==> config.mk <==
export PLATFORM = sky130hd
export DESIGN_NAME = inta_injector
export DESIGN_NICKNAME = d
export VERILOG_FILES = /design/src/rtl/inta_pkg.sv /design/src/rtl/inta_regs.sv /design/src/rtl/inta_seq.sv /design/src/rtl/inta_injector.sv
export SDC_FILE = /design/constraint.sdc
export NUM_CORES = 1
export LEC_CHECK = 0
export ABC_AREA = 1
export BUFFER_PORTS_ARGS = -buffer_cell sky130_fd_sc_hd__buf_2
export CAP_MARGIN = 30
export CORE_ASPECT_RATIO = 0.8
export CORE_MARGIN = 4
export CORE_UTILIZATION = 32
export CTS_BUF_LIST = sky130_fd_sc_hd__clkbuf_8
export CTS_CLUSTER_DIAMETER = 200
export CTS_CLUSTER_SIZE = 8
export DETAILED_ROUTE_END_ITERATION = 10
export GPL_TIMING_DRIVEN = 0
export PLACE_DENSITY_LB_ADDON = 0.12
export SLEW_MARGIN = 25
export SYNTH_ARGS = -nofsm -noshare
export SYNTH_HDL_FRONTEND = slang
export SYNTH_HIERARCHICAL = 1
export SYNTH_SLANG_ARGS = --single-unit
==> constraint.sdc <==
create_clock -name clk -period 4.15 [get_ports clk]
set_input_delay 0.83 -clock clk [delete_from_list [all_inputs] [get_ports clk]]
set_output_delay 0.83 -clock clk [all_outputs]
set_load 0.05 [all_outputs]
==> src/rtl/inta_pkg.sv <==
package inta_pkg;

    localparam int BUS_W = 8;

    // Port offsets from the base address
    localparam int OFF_REQ   = 0;
    localparam int OFF_CTRL  = 1;
    localparam int OFF_STAT  = 2;
    localparam int OFF_BYTE0 = 3;

    typedef enum logic [1:0] {
        CLS_OTHER,
        CLS_ACK,
        CLS_FETCH_STD,
        CLS_FETCH_CLONE
    } cyc_class_e;

    typedef struct packed {
        logic             drive;
        logic [BUS_W-1:0] data;
    } inject_t;

    typedef struct packed {
        logic drop;
        logic clone;
    } seq_evt_t;

    function automatic cyc_class_e classify(
        input logic [BUS_W-1:0] st,
        input logic [BUS_W-1:0] ack_code,
        input logic [BUS_W-1:0] std_code,
        input logic [BUS_W-1:0] clone_code
    );
        if (st == ack_code)        return CLS_ACK;
        else if (st == std_code)   return CLS_FETCH_STD;
        else if (st == clone_code) return CLS_FETCH_CLONE;
        else                       return CLS_OTHER;
    endfunction

endpackage

==> src/rtl/inta_regs.sv <==
module inta_regs import inta_pkg::*; #(
    parameter int               AW           = 8,
    parameter int               BASE_PORT    = 'h40,
    parameter int               MAX_BYTES    = 3,
    parameter int               LEN_W        = 2,
    parameter logic [BUS_W-1:0] RESET_OPCODE = 8'hFF
) (
    input  logic                       clk,
    input  logic                       rst,
    input  logic                       io_wr,
    input  logic [AW-1:0]              io_addr,
    input  logic [BUS_W-1:0]           io_wdata,
    input  seq_evt_t                   evt,
    output logic                       irq,
    output logic                       wa_en,
    output logic                       clone_flag,
    output logic [LEN_W-1:0]           resp_len,
    output logic [MAX_BYTES*BUS_W-1:0] resp_bytes
);

    localparam logic [AW-1:0] PORT_REQ  = AW'(BASE_PORT + OFF_REQ);
    localparam logic [AW-1:0] PORT_CTRL = AW'(BASE_PORT + OFF_CTRL);
    localparam logic [AW-1:0] PORT_STAT = AW'(BASE_PORT + OFF_STAT);

    logic wr_req, wr_ctrl, wr_stat;
    assign wr_req  = io_wr && (io_addr == PORT_REQ);
    assign wr_ctrl = io_wr && (io_addr == PORT_CTRL);
    assign wr_stat = io_wr && (io_addr == PORT_STAT);

    // A drop from the sequencer takes precedence over a software write
    always_ff @(posedge clk) begin
        if (rst)            irq <= 1'b0;
        else if (evt.drop)  irq <= 1'b0;
        else if (wr_req)    irq <= io_wdata[0];
    end

    always_ff @(posedge clk) begin
        if (rst) begin
            wa_en    <= 1'b1;
            resp_len <= LEN_W'(1);
        end else if (wr_ctrl) begin
            wa_en    <= io_wdata[0];
            resp_len <= io_wdata[LEN_W:1];
        end
    end

    // A new detection in the same cycle beats the write-one clear
    always_ff @(posedge clk) begin
        if (rst)                          clone_flag <= 1'b0;
        else if (evt.clone)               clone_flag <= 1'b1;
        else if (wr_stat && io_wdata[0])  clone_flag <= 1'b0;
    end

    for (genvar k = 0; k < MAX_BYTES; k++) begin : g_byte
        localparam logic [AW-1:0]    PORT_K  = AW'(BASE_PORT + OFF_BYTE0 + k);
        localparam logic [BUS_W-1:0] INIT_K  = (k == 0) ? RESET_OPCODE : '0;
        logic [BUS_W-1:0] q;
        always_ff @(posedge clk) begin
            if (rst)                              q <= INIT_K;
            else if (io_wr && io_addr == PORT_K)  q <= io_wdata;
        end
        assign resp_bytes[k*BUS_W +: BUS_W] = q;
    end

endmodule

==> src/rtl/inta_seq.sv <==
module inta_seq import inta_pkg::*; #(
    parameter int               MAX_BYTES        = 3,
    parameter int               IDX_W            = 2,
    parameter int               LEN_W            = 2,
    parameter logic [BUS_W-1:0] ACK_CODE         = 8'h23,
    parameter logic [BUS_W-1:0] FETCH_STD_CODE   = 8'h02,
    parameter logic [BUS_W-1:0] FETCH_CLONE_CODE = 8'h03
) (
    input  logic                       clk,
    input  logic                       rst,
    input  logic                       cyc_start,
    input  logic [BUS_W-1:0]           status,
    input  logic                       wa_en,
    input  logic [LEN_W-1:0]           resp_len,
    input  logic [MAX_BYTES*BUS_W-1:0] resp_bytes,
    output inject_t                    inj,
    output logic [IDX_W-1:0]           idx,
    output seq_evt_t                   evt
);

    logic [BUS_W-1:0] byte_arr [MAX_BYTES];
    for (genvar k = 0; k < MAX_BYTES; k++) begin : g_sel
        assign byte_arr[k] = resp_bytes[k*BUS_W +: BUS_W];
    end

    cyc_class_e       cls;
    logic             serve;
    logic             last;
    logic [IDX_W-1:0] sel;
    int               eff_len;

    always_comb begin
        cls = classify(status, ACK_CODE, FETCH_STD_CODE, FETCH_CLONE_CODE);

        if (resp_len == '0)                   eff_len = 1;
        else if (int'(resp_len) > MAX_BYTES)  eff_len = MAX_BYTES;
        else                                  eff_len = int'(resp_len);

        serve = 1'b0;
        sel   = '0;
        if (cyc_start) begin
            unique case (cls)
                CLS_ACK: begin
                    serve = 1'b1;
                    sel   = '0;
                end
                CLS_FETCH_STD, CLS_FETCH_CLONE: begin
                    serve = (idx != '0);
                    sel   = idx;
                end
                default: serve = 1'b0;
            endcase
        end
        last = serve && (int'(sel) == eff_len - 1);

        evt.clone = cyc_start && wa_en && (cls == CLS_FETCH_CLONE) && (idx != '0);
        evt.drop  = evt.clone || (wa_en && last && eff_len > 1);
    end

    always_ff @(posedge clk) begin
        if (rst)            idx <= '0;
        else if (cyc_start) idx <= (serve && !last) ? sel + 1'b1 : '0;
    end

    always_ff @(posedge clk) begin
        if (rst) begin
            inj <= '0;
        end else if (cyc_start) begin
            inj.drive <= serve;
            inj.data  <= serve ? byte_arr[sel] : '0;
        end
    end

endmodule

==> src/rtl/inta_injector.sv <==
module inta_injector import inta_pkg::*; #(
    parameter int               AW               = 8,
    parameter int               BASE_PORT        = 'h40,
    parameter int               MAX_BYTES        = 3,
    parameter logic [BUS_W-1:0] ACK_CODE         = 8'h23,
    parameter logic [BUS_W-1:0] FETCH_STD_CODE   = 8'h02,
    parameter logic [BUS_W-1:0] FETCH_CLONE_CODE = 8'h03,
    parameter logic [BUS_W-1:0] RESET_OPCODE     = 8'hFF
) (
    input  logic             clk,
    input  logic             rst,
    input  logic             cyc_start,
    input  logic [BUS_W-1:0] status,
    input  logic             io_wr,
    input  logic             io_rd,
    input  logic [AW-1:0]    io_addr,
    input  logic [BUS_W-1:0] io_wdata,
    output logic [BUS_W-1:0] io_rdata,
    output logic             inject_oe,
    output logic [BUS_W-1:0] inject_data,
    output logic             irq
);

    localparam int            IDX_W     = (MAX_BYTES > 1) ? $clog2(MAX_BYTES) : 1;
    localparam int            LEN_W     = $clog2(MAX_BYTES + 1);
    localparam logic [AW-1:0] PORT_STAT = AW'(BASE_PORT + OFF_STAT);

    seq_evt_t                   evt;
    inject_t                    inj;
    logic                       wa_en;
    logic                       clone_flag;
    logic [LEN_W-1:0]           resp_len;
    logic [MAX_BYTES*BUS_W-1:0] resp_bytes;
    logic [IDX_W-1:0]           seq_idx;

    inta_regs #(
        .AW(AW), .BASE_PORT(BASE_PORT), .MAX_BYTES(MAX_BYTES),
        .LEN_W(LEN_W), .RESET_OPCODE(RESET_OPCODE)
    ) u_regs (
        .clk(clk), .rst(rst), .io_wr(io_wr), .io_addr(io_addr),
        .io_wdata(io_wdata), .evt(evt), .irq(irq), .wa_en(wa_en),
        .clone_flag(clone_flag), .resp_len(resp_len), .resp_bytes(resp_bytes)
    );

    inta_seq #(
        .MAX_BYTES(MAX_BYTES), .IDX_W(IDX_W), .LEN_W(LEN_W),
        .ACK_CODE(ACK_CODE), .FETCH_STD_CODE(FETCH_STD_CODE),
        .FETCH_CLONE_CODE(FETCH_CLONE_CODE)
    ) u_seq (
        .clk(clk), .rst(rst), .cyc_start(cyc_start), .status(status),
        .wa_en(wa_en), .resp_len(resp_len), .resp_bytes(resp_bytes),
        .inj(inj), .idx(seq_idx), .evt(evt)
    );

    assign inject_oe   = inj.drive;
    assign inject_data = inj.data;
    assign io_rdata    = (io_rd && io_addr == PORT_STAT)
                       ? BUS_W'({wa_en, irq, clone_flag}) : '0;

endmodule

# Yosys cells after proc, flatten, opt, wreduce, memory -nomap -nowiden
# Cells that the tools add are included.
# op_classes
addsub	2
order_cmp	2
n_eq_ne	13
muxes	16
bitwise_logic	1
n_reduce_logical	22
# ops
operator	n
== test 8 x 7 -> 1 bit, second input constant	6
== test 3 x 32 -> 1 bit	1
2-to-1 mux 8 bit	3
binary-select mux 8 bit (select 2 bit)	1
== test 8 x 2 -> 1 bit, second input constant	2
logical AND 1 bit	15
2-to-1 mux 2 bit	7
== test 8 x 6 -> 1 bit, second input constant	1
== test 2 bit, second input constant	2
nonzero test 2 bit	2
OR reduction 2 bit	2
>= comparator 3 bit, second input constant	1
2-to-1 mux 1 bit	3
2-to-1 mux 3 bit	1
NOT 2 -> 3 bit	1
subtractor 2 x 1 -> 3 bit, second input constant	1
adder 2 x 1 -> 2 bit, second input constant	1
== test 2 x 1 -> 1 bit, second input constant	1
> comparator 2 x 1 -> 1 bit, second input constant	1
logical NOT 2 bit	1
one-hot mux 1 bit (2 select lines)	1
logical NOT 1 bit	1
logical OR 1 bit	1
# totals
ff_bits	40
output_inout_bits	18
word_cells	66

# Longest topological paths before layout
# Gate-level depths: netlist of run 1.
# logic_depth
ltp_word	14
mapped_depth	13
depth_no_buf	12

# By module
# The synthesis of run 1 kept the hierarchy.
# by_module_without_submodules
module	n_inst	cells_per_inst	area_per_inst_um2	seq_area_each_um2
inta_regs	1	183	1258.7	580.6
inta_seq	1	140	830.8	220.2
inta_injector	1	24	120.1	0.0

# Worst setup path before layout of run 1
# No wires, ideal clock.
# synth_path
path_kind	input port to output port
startpoint	input port io_addr[7]
endpoint	output port io_rdata[0]
arrival_ps	1744
required_ps	3320
setup_slack_ps	1576
stages	5
cell_sequence	inv_1 > nand2_1 > nor2_2 > nand3_2 > nor2_1
# synth_via
elab_chain_cells	3
# synth_rtl
element	line_no	source
from (decl)	inta_injector.sv:16	input logic [AW-1:0] io_addr,
== test 8 x 7 -> 1 bit	inta_injector.sv:57	assign io_rdata = (io_rd && io_addr == PORT_STAT)
logical AND 1 bit	inta_injector.sv:57	
2-to-1 mux 3 bit	inta_injector.sv:58	? BUS_W'({wa_en, irq, clone_flag}) : '0;
to (decl)	inta_injector.sv:18	output logic [BUS_W-1:0] io_rdata,
# Every way passes these cells.

# Worst setup path in the final report of run 1
# layout_path
startpoint	input port io_addr[1]
endpoint	output port io_rdata[0]
# Same word-level chain as after synthesis.

==> results by group, run 1 <==
Yosys
  • Synth Area in Compound Gates: 5.83%
  • Xor/xnor share of the synthesized area: 0%
  • Top-count cell post-synth: nand2_1
  • Synth top area cells: dfxtp_1 36%, nand2_1 15%, nor2_1 10%
  • #FFs+latches synth: 40
  • Post-synthesis mux area share: 0%
  • Sequential fraction of the synthesis area: 36.2%
  • Prevailing post-synth register cell: dfxtp_1
  • Top cells by count, synth: 91 x nand2_1, 60 x nor2_1, 44 x nand3_1
  • Post-Syn Instances: 347
  • Simple-gate share of the synthesized area: 45.0%
  • Fraction of registers with async set/reset: 0%
  • Synthesized area per cell: 6.37 um2
  • Area leader, netlist: dfxtp_1
  • Mapped Area: 2210 um2
  • Adder-cell share of the synthesized area: 0%
  • Syn. warnings: 6
  • Synth cell types: 24
  • EDFF count, synth: 0
  • Yosys top cell area share: 36.2%
  • Largest family of logic cells by synthesized area: simple AND/OR/NAND/NOR gates

Power
  • VDD IR-drop max: 0.136 mV
  • PnR Total Power: 779 uW
  • PwrDens: 294 nW/um2
  • Leakage: 0.00134 uW

CTS
  • CTS tree: built
  • Root buf cell: clkbuf_8
  • Htree depth: 2
  • Insertion delay to the later sink of the worst-skew pair: 290 ps
  • Cts hold-fix bufs: 0
  • Post-CTS Resized: 0
  • Maximum clock path buffer count: 2
  • Post-CTS Setup Repair Bufs: 0
  • TritonCTS Buffers: 5
  • Clock-pin slew on the worst setup and hold paths: 80 ps
  • Total clock sinks: 40

Floorplanning
  • Initial Util: 33.8%
  • Floorplan core area: 6540 um2
  • Die area: 8310 um2
  • Die Height: 82.3 um
  • Die X: 101 um
  • Ports: 47
  • Rows: 26

Job
  • Max cap viols: 0

Global route
  • Vias in the first global route: 1895
  • Largest net degree at the start of global routing: 14
  • Antenna violations before repair: 0
  • First-pass GRT wire length: 9290 um
  • Global route overflow: 0
  • GRT Overall Usage: 14.6%

Timing
  • Layout Skew: 6.21 ps
  • Slew HR: 65.8%
  • Final Hold Vio Count: 0
  • Final min period: 2450 ps
  • Final setup fails: 0
  • Fmax: 0.409 GHz
  • Final period util: 58.9%
  • RSZ-0062 raised after global routing: false
  • Pins Over Slew Limit: 0
  • Worst slew pin tran: 514 ps
  • Worst setup margin: 1700 ps
  • TNS Setup: 0 ps

Outcome
  • Status: finished, final reports clean

Worst setup path
  • CP Max Fanout: 4
  • CP endpoint kind: output port
  • Register-to-Register Path Depth: 8
  • Setup CP Type: in2out
  • RR Endpoint: u_regs/irq
  • Crit path DAT: 1620 ps
  • Reg2Reg Setup Slack: 2550 ps
  • Worst r2r src: u_seq/idx[0]
  • CP Launch Type: primary input
  • Critical Path RT: 3320 ps
  • Critical Path Start: io_addr[1]
  • Critical path destination: io_rdata[0]

Final layout
  • Final core utilization: 40.5%
  • Layout cells sized above 1: 21.8%
  • Final nets: 428
  • Area growth, synth to finish: 19.8%
  • Diode count: 0

Route
  • Routed Antenna Nets: 0
  • Routed via count: 2130
  • Vias per cell: 4.40
  • Uppermost layer routed: met4
  • Avg WL per Cell: 11.8 um
  • WL final: 5690 um
  • Iteration-0 DRC Markers: 63
  • Wire length on met2: 2340 um
  • Met3 wire len: 281 um
  • M1 wire length: 3050 um
  • 1st-pass router iterations: 4
  • Residual DRC: 0

Place
  • I/O Buffers: 41
  • DP Worst Slack: 1680 ps
  • Hpwl dp: 4330 um
  • GPL Wtd Cong: 0.795

Hold path
  • Hold crit path type: reg2reg
## cell usage in the layout (no fill, tap or decap), types with 5 or more instances in the layout
| cell | synthesis | routed |
|---|---|---|
| nor2_1 | 60 | 60 |
| nand2_1 | 91 | 91 |
| dfxtp_1 | 40 | 40 |
| conb_1 | 1 | 5 |
| buf_4 | 7 | 7 |
| clkbuf_8 | 0 | 5 |
| o21ai_1 | 9 | 9 |
| nand3_1 | 44 | 44 |
| inv_2 | 5 | 5 |
| nor2_4 | 7 | 7 |
| inv_1 | 43 | 43 |
| a21oi_1 | 12 | 12 |
| buf_2 | 1 | 42 |
## through the flow
stage | hold WS (ps) | std cells | area, um2
global placement | 438 | 476 | 2530
floorplan | 429 | 351 | 2220
finish | 461 | 484 | 2650
CTS | 465 | 484 | 2650
global route | 485 | 484 | 2650
detailed placement | 444 | 476 | 2530
## metal layers
layer	vias to the layer above	GRT usage, %
li1	1156	-
met4	0	3.19
met5	-	0
met1	935	21.5
met3	2	3.27
met2	37	21.6
## sequential cells by signal (all words and copies together) (netlist names)
name and flops:
u_regs/g_byte.q 24, u_seq/inj 9, u_regs/resp_len 2, u_seq/idx 2
u_regs/clone_flag 1, u_regs/irq 1, u_regs/wa_en 1
## kinds of logic (layout without fill, tap and decap cells)
| kind of cell | after synthesis | count (layout) |
|---|---|---|
| AO/OA/AOI/OAI | 24 | 24 |
| flip-flops | 40 | 40 |
| buffers and inverters | 64 | 113 |
| AND/OR/NAND/NOR | 218 | 218 |
| other | 1 | 5 |
## critical path, stage by stage
cell and delay [ps]:
buf_2 140, inv_1 50, nor2_1 130, nand3_2 120, nor2_1 90, buf_2 260
## area by class of cell
type                       count  area, um2
clock inverter                 3       42.5
fill                         706       3890
sequential                    40        801
clock buffer                   5       68.8
timing repair buffer          41        205
tap                           84        105
buffer                        14       95.1
multi-input combinational    247       1140
inverter                      50        188
## power breakdown
part           leakage (uW)  internal (uW)  switching (uW)
Clock             0.0000541            178             143
Sequential         0.000323            384           0.381
Combinational      0.000965           23.2            50.3
## worst min-delay path by stage
stage	from	end	slack, ps	cells after the start
after floorplan	u_regs/g_byte[0].q[0]	u_regs/g_byte[0].q[0]	430	2
after global routing	u_regs/g_byte[0].q[5]	u_regs/g_byte[0].q[5]	480	2
after CTS	u_seq/inj[3]	u_seq/inj[3]	460	2
after global placement	u_regs/g_byte[0].q[5]	u_regs/g_byte[0].q[5]	440	2
after detailed placement	u_regs/g_byte[0].q[1]	u_regs/g_byte[0].q[1]	440	2
final	u_regs/g_byte[0].q[5]	u_regs/g_byte[0].q[5]	460	2
Power figures use the tool's default switching activity.
==> inputs of run 2 (changes only) <==
- ABC_AREA: 1 -> 0
- clock period: 4.15 -> 2.2 ns (I/O delays scaled with it)
==> run 2 against run 1 <==
Against the previous run:
- non-clock buffer count up 5
- critical path depth up 2
- hold slack worse by 130 ps
- utilization up 0.087 points
- sequential power up 89%
- combinational power up 77%
- clock power up 86%
- die area down 0.78%
- critical path type is now in2reg
- largest power group unchanged
==> results by group, run 2 <==
Place
  • I/O Buffers: 40 (-2.4%)
  • GPL Wtd Cong: 0.707 (-11%)
  • Hpwl dp: 4100 um (-5.3%)
  • DP Area: 2520 um2 (-0.69%)
  • DP Worst Slack: -291 ps (-1980 ps)

Global route
  • Antenna violations before repair: 0 (unchanged)
  • GRT Overall Usage: 13.6% (-0.93 points)
  • Vias in the first global route: 1842 (-2.8%)
  • First-pass GRT wire length: 8790 um (-5.4%)
  • Largest net degree at the start of global routing: 13 (-1)
  • Global route overflow: 0 (unchanged)

Power
  • VDD IR-drop max: 0.224 mV (+65%)
  • P_int: 1110 uW (+90%)
  • Sw Ratio: 23.5% (-1.4 points)
  • PnR Total Power: 1450 uW (+86%)
  • Leakage: 0.00100 uW (-25%)
  • Reg power frac: 49.9% (+0.5 points)
  • Comb pwr share: 9.0% (-0.4 points)
  • Clock power share: 41.1% (about the same)
  • NetSw: 341 uW (+76%)
  • PwrDens: 550 nW/um2 (+87%)

Timing
  • Worst slew pin tran: 726 ps (+212 ps)
  • Final setup fails: 0 (unchanged)
  • RSZ-0062 raised after global routing: false
  • Final Hold Vio Count: 0 (unchanged)
  • Final period util: 95.3%
  • Layout Skew: 6.90 ps (+0.691 ps)
  • Pins Over Slew Limit: 0 (unchanged)
  • Fmax: 0.477 GHz
  • Slew HR: 51.4% (-14 points)
  • Final min period: 2100 ps
  • TNS Setup: 0 ps (unchanged)
  • Worst setup margin: 104 ps (-1600 ps)
  • Hold Slack: 334 ps (-127 ps)

Floorplanning
  • Die Height: 82.0 um (-0.39%)
  • Die X: 101 um (-0.39%)
  • Floorplan core area: 6510 um2 (-0.50%)
  • Die area: 8240 um2 (-0.78%)
  • Initial Util: 33.7% (-0.12 points)
  • Ports: 47 (unchanged)
  • Rows: 26 (unchanged)

Worst setup path
  • CP max-delay cell: or4_4
  • CP Launch Type: primary input
  • Register-to-Register Path Depth: 8 (unchanged)
  • Setup CP Type: in2reg
  • Crit path DAT: 2300 ps (+680 ps)
  • CP Max Fanout: 10 (+6)
  • CP endpoint kind: flip-flop
  • CP max stage delay: 520 ps (+260 ps)
  • Family with the most delay on the worst path: simple AND/OR/NAND/NOR gates
  • Cell-by-cell trace of the critical path: buf_2 > or4_4 > or3_4 > buf_6 > nor2_4 > and3_4 > nor2_1 > a311oi_1
  • Critical Path RT: 2400 ps (-920 ps)
  • Worst Path Buf+Inv: 2 (-1)
  • Crit path depth: 8 (+2)

Route
  • Routed Antenna Nets: 0 (unchanged)
  • Routed via count: 1799 (-16%)
  • 1st-pass router iterations: 4 (unchanged)
  • Iteration-0 DRC Markers: 35 (-44%)
  • Avg WL per Cell: 14.4 um (+23%)
  • Vias per cell: 4.78 (+8.7%)
  • WL final: 5420 um (-4.6%)
  • Residual DRC: 0 (unchanged)

CTS
  • Total clock sinks: 40 (unchanged)
  • Insertion delay to the later sink of the worst-skew pair: 290 ps (about the same)
  • Maximum clock path buffer count: 2 (unchanged)
  • Clock-pin slew on the worst setup and hold paths: 80 ps (about the same)
  • CTS tree: built
  • TritonCTS Buffers: 5 (unchanged)
  • Htree depth: 2 (unchanged)
  • Cts hold-fix bufs: 0 (unchanged)
  • Root buf cell: clkbuf_8

Final layout
  • Final nets: 320 (-25%)
  • Multi-input logic area: 1280 um2 (+12%)
  • Largest reg by FF count: u_regs/g_byte.q
  • Most frequent cells in the layout: 42 x buf_2, 41 x nand2b_1, 40 x dfxtp_1
  • Max reg flops: 24 (unchanged)
  • Reg area: 801 um2 (unchanged)
  • Most common cell after layout, fill and taps aside: buf_2
  • Biggest regs: u_regs/g_byte.q: 24 flops, u_seq/inj: 9 flops
  • Layout cells sized above 1: 26.0% (+4.3 points)
  • Diode count: 0 (unchanged)
  • Finished Cell Area: 2640 um2 (-0.28%)
  • FILL cells: 704 (-0.28%)
  • Area growth, synth to finish: 20.4%

Yosys
  • Synth top area cells: dfxtp_1 37%, mux2i_1 13%, nand2b_1 12%
  • Fraction of registers with async set/reset: 0% (unchanged)
  • Post-Syn Instances: 240 (-31%)
  • Area leader, netlist: dfxtp_1
  • Synth cell types: 38 (+58%)
  • Top-count cell post-synth: nand2b_1
  • Sequential fraction of the synthesis area: 36.6% (+0.31 points)
  • Syn. warnings: 6 (unchanged)
  • Synthesized area per cell: 9.13 um2 (+43%)
  • EDFF count, synth: 0 (unchanged)
  • Top cells by count, synth: 41 x nand2b_1, 40 x dfxtp_1, 29 x mux2i_1
  • Yosys top cell area share: 36.6% (+0.31 points)
  • #FFs+latches synth: 40 (unchanged)
  • Prevailing post-synth register cell: dfxtp_1
  • Mapped Area: 2190 um2 (-0.85%)

Hold path
  • Hold Crit Depth: 2 (unchanged)
  • Hold crit path type: in2reg

Outcome
  • Status: finished, final reports clean

Job
  • Max cap viols: 0 (unchanged)
## run 2: cell count changes after synthesis, moves of 5 or more
| cell | delta |
|---|---|
| nand2_1 | -68 |
| nand3_1 | -43 |
| inv_1 | -41 |
| nand2b_1 | +41 |
| nor2_1 | -34 |
| mux2i_1 | +29 |
| a21oi_1 | -11 |
| a21o_1 | +9 |
| a221oi_2 | +8 |
| nor2_4 | -7 |
| inv_2 | -5 |
## run 2: timing repair
action | 4_1_cts | 5_1_grt
pin swaps | 0 | 2
setup endpoints to repair | 1 | 1
buffers inserted | 0 | 1
gates resized for setup | 1 | 3
endpoints found under the hold margin | 0 | 0
## run 2: layout make-up
| type | count | share of cell area, % |
|---|---|---|
| clock buffer | 5 | 2.61 |
| sequential | 40 | 30.3 |
| inverter | 2 | 0.284 |
| timing repair buffer | 41 | 7.87 |
| tap | 84 | 3.98 |
| buffer | 19 | 4.84 |
| clock inverter | 3 | 1.47 |
| multi-input combinational | 182 | 48.6 |
## run 2: logic make-up after synthesis
kind of cell | count (synthesis) | share of synthesized area (%)
AND/OR/NAND/NOR | 113 | 29.4
flip-flops | 40 | 36.6
AO/OA/AOI/OAI | 35 | 13.9
multiplexers | 29 | 13.2
other | 1 | 0.171
buffers and inverters | 22 | 6.68
## run 2: worst paths after layout
kind                                       startpoint                     to  slack, ps
worst max-delay path                        status[3]      u_regs/clone_flag        100
worst min-delay path                              rst           u_seq/inj[3]        330
worst max register to register           u_seq/idx[0]             u_regs/irq        480
worst min register to register  u_regs/g_byte[2].q[4]  u_regs/g_byte[2].q[4]        480
## run 2: per-layer routing
layer / GRT usage, % / share of wire (%) / routed length [um]
met1: 18.2 / 50 / 2740
met3: 3.06 / 3.7 / 202
met4: 3.23 / 0.88 / 48
met2: 22.5 / 45 / 2440
met5: 0 / 0 / 0
## run 2: worst reg2reg max path: stages (launching register included)
cell and delay, ps:
dfxtp_1 430, nor2b_1 150, clkbuf_1 450, mux2i_1 150, nor2_1 120, o211a_1 140, nor2_1 50, nand2_1 60
mux2i_1 60
## run 2: power groups by stage
| stage | Clock, uW | Combinational [uW] | Sequential (uW) |
|---|---|---|---|
| finish | 596 | 130 | 724 |
| global route | 641 | 142 | 725 |
| CTS | 615 | 131 | 724 |
| detailed placement | 0 | 131 | 742 |
| global placement | 0 | 130 | 742 |
| floorplan | 0 | 77.5 | 742 |
## run 2: stage by stage
step                util, %  cells
floorplan                 -    244
global placement       38.7    368
detailed placement     38.7    368
CTS                    40.4    376
global route           40.6    376
finish                 40.6    376
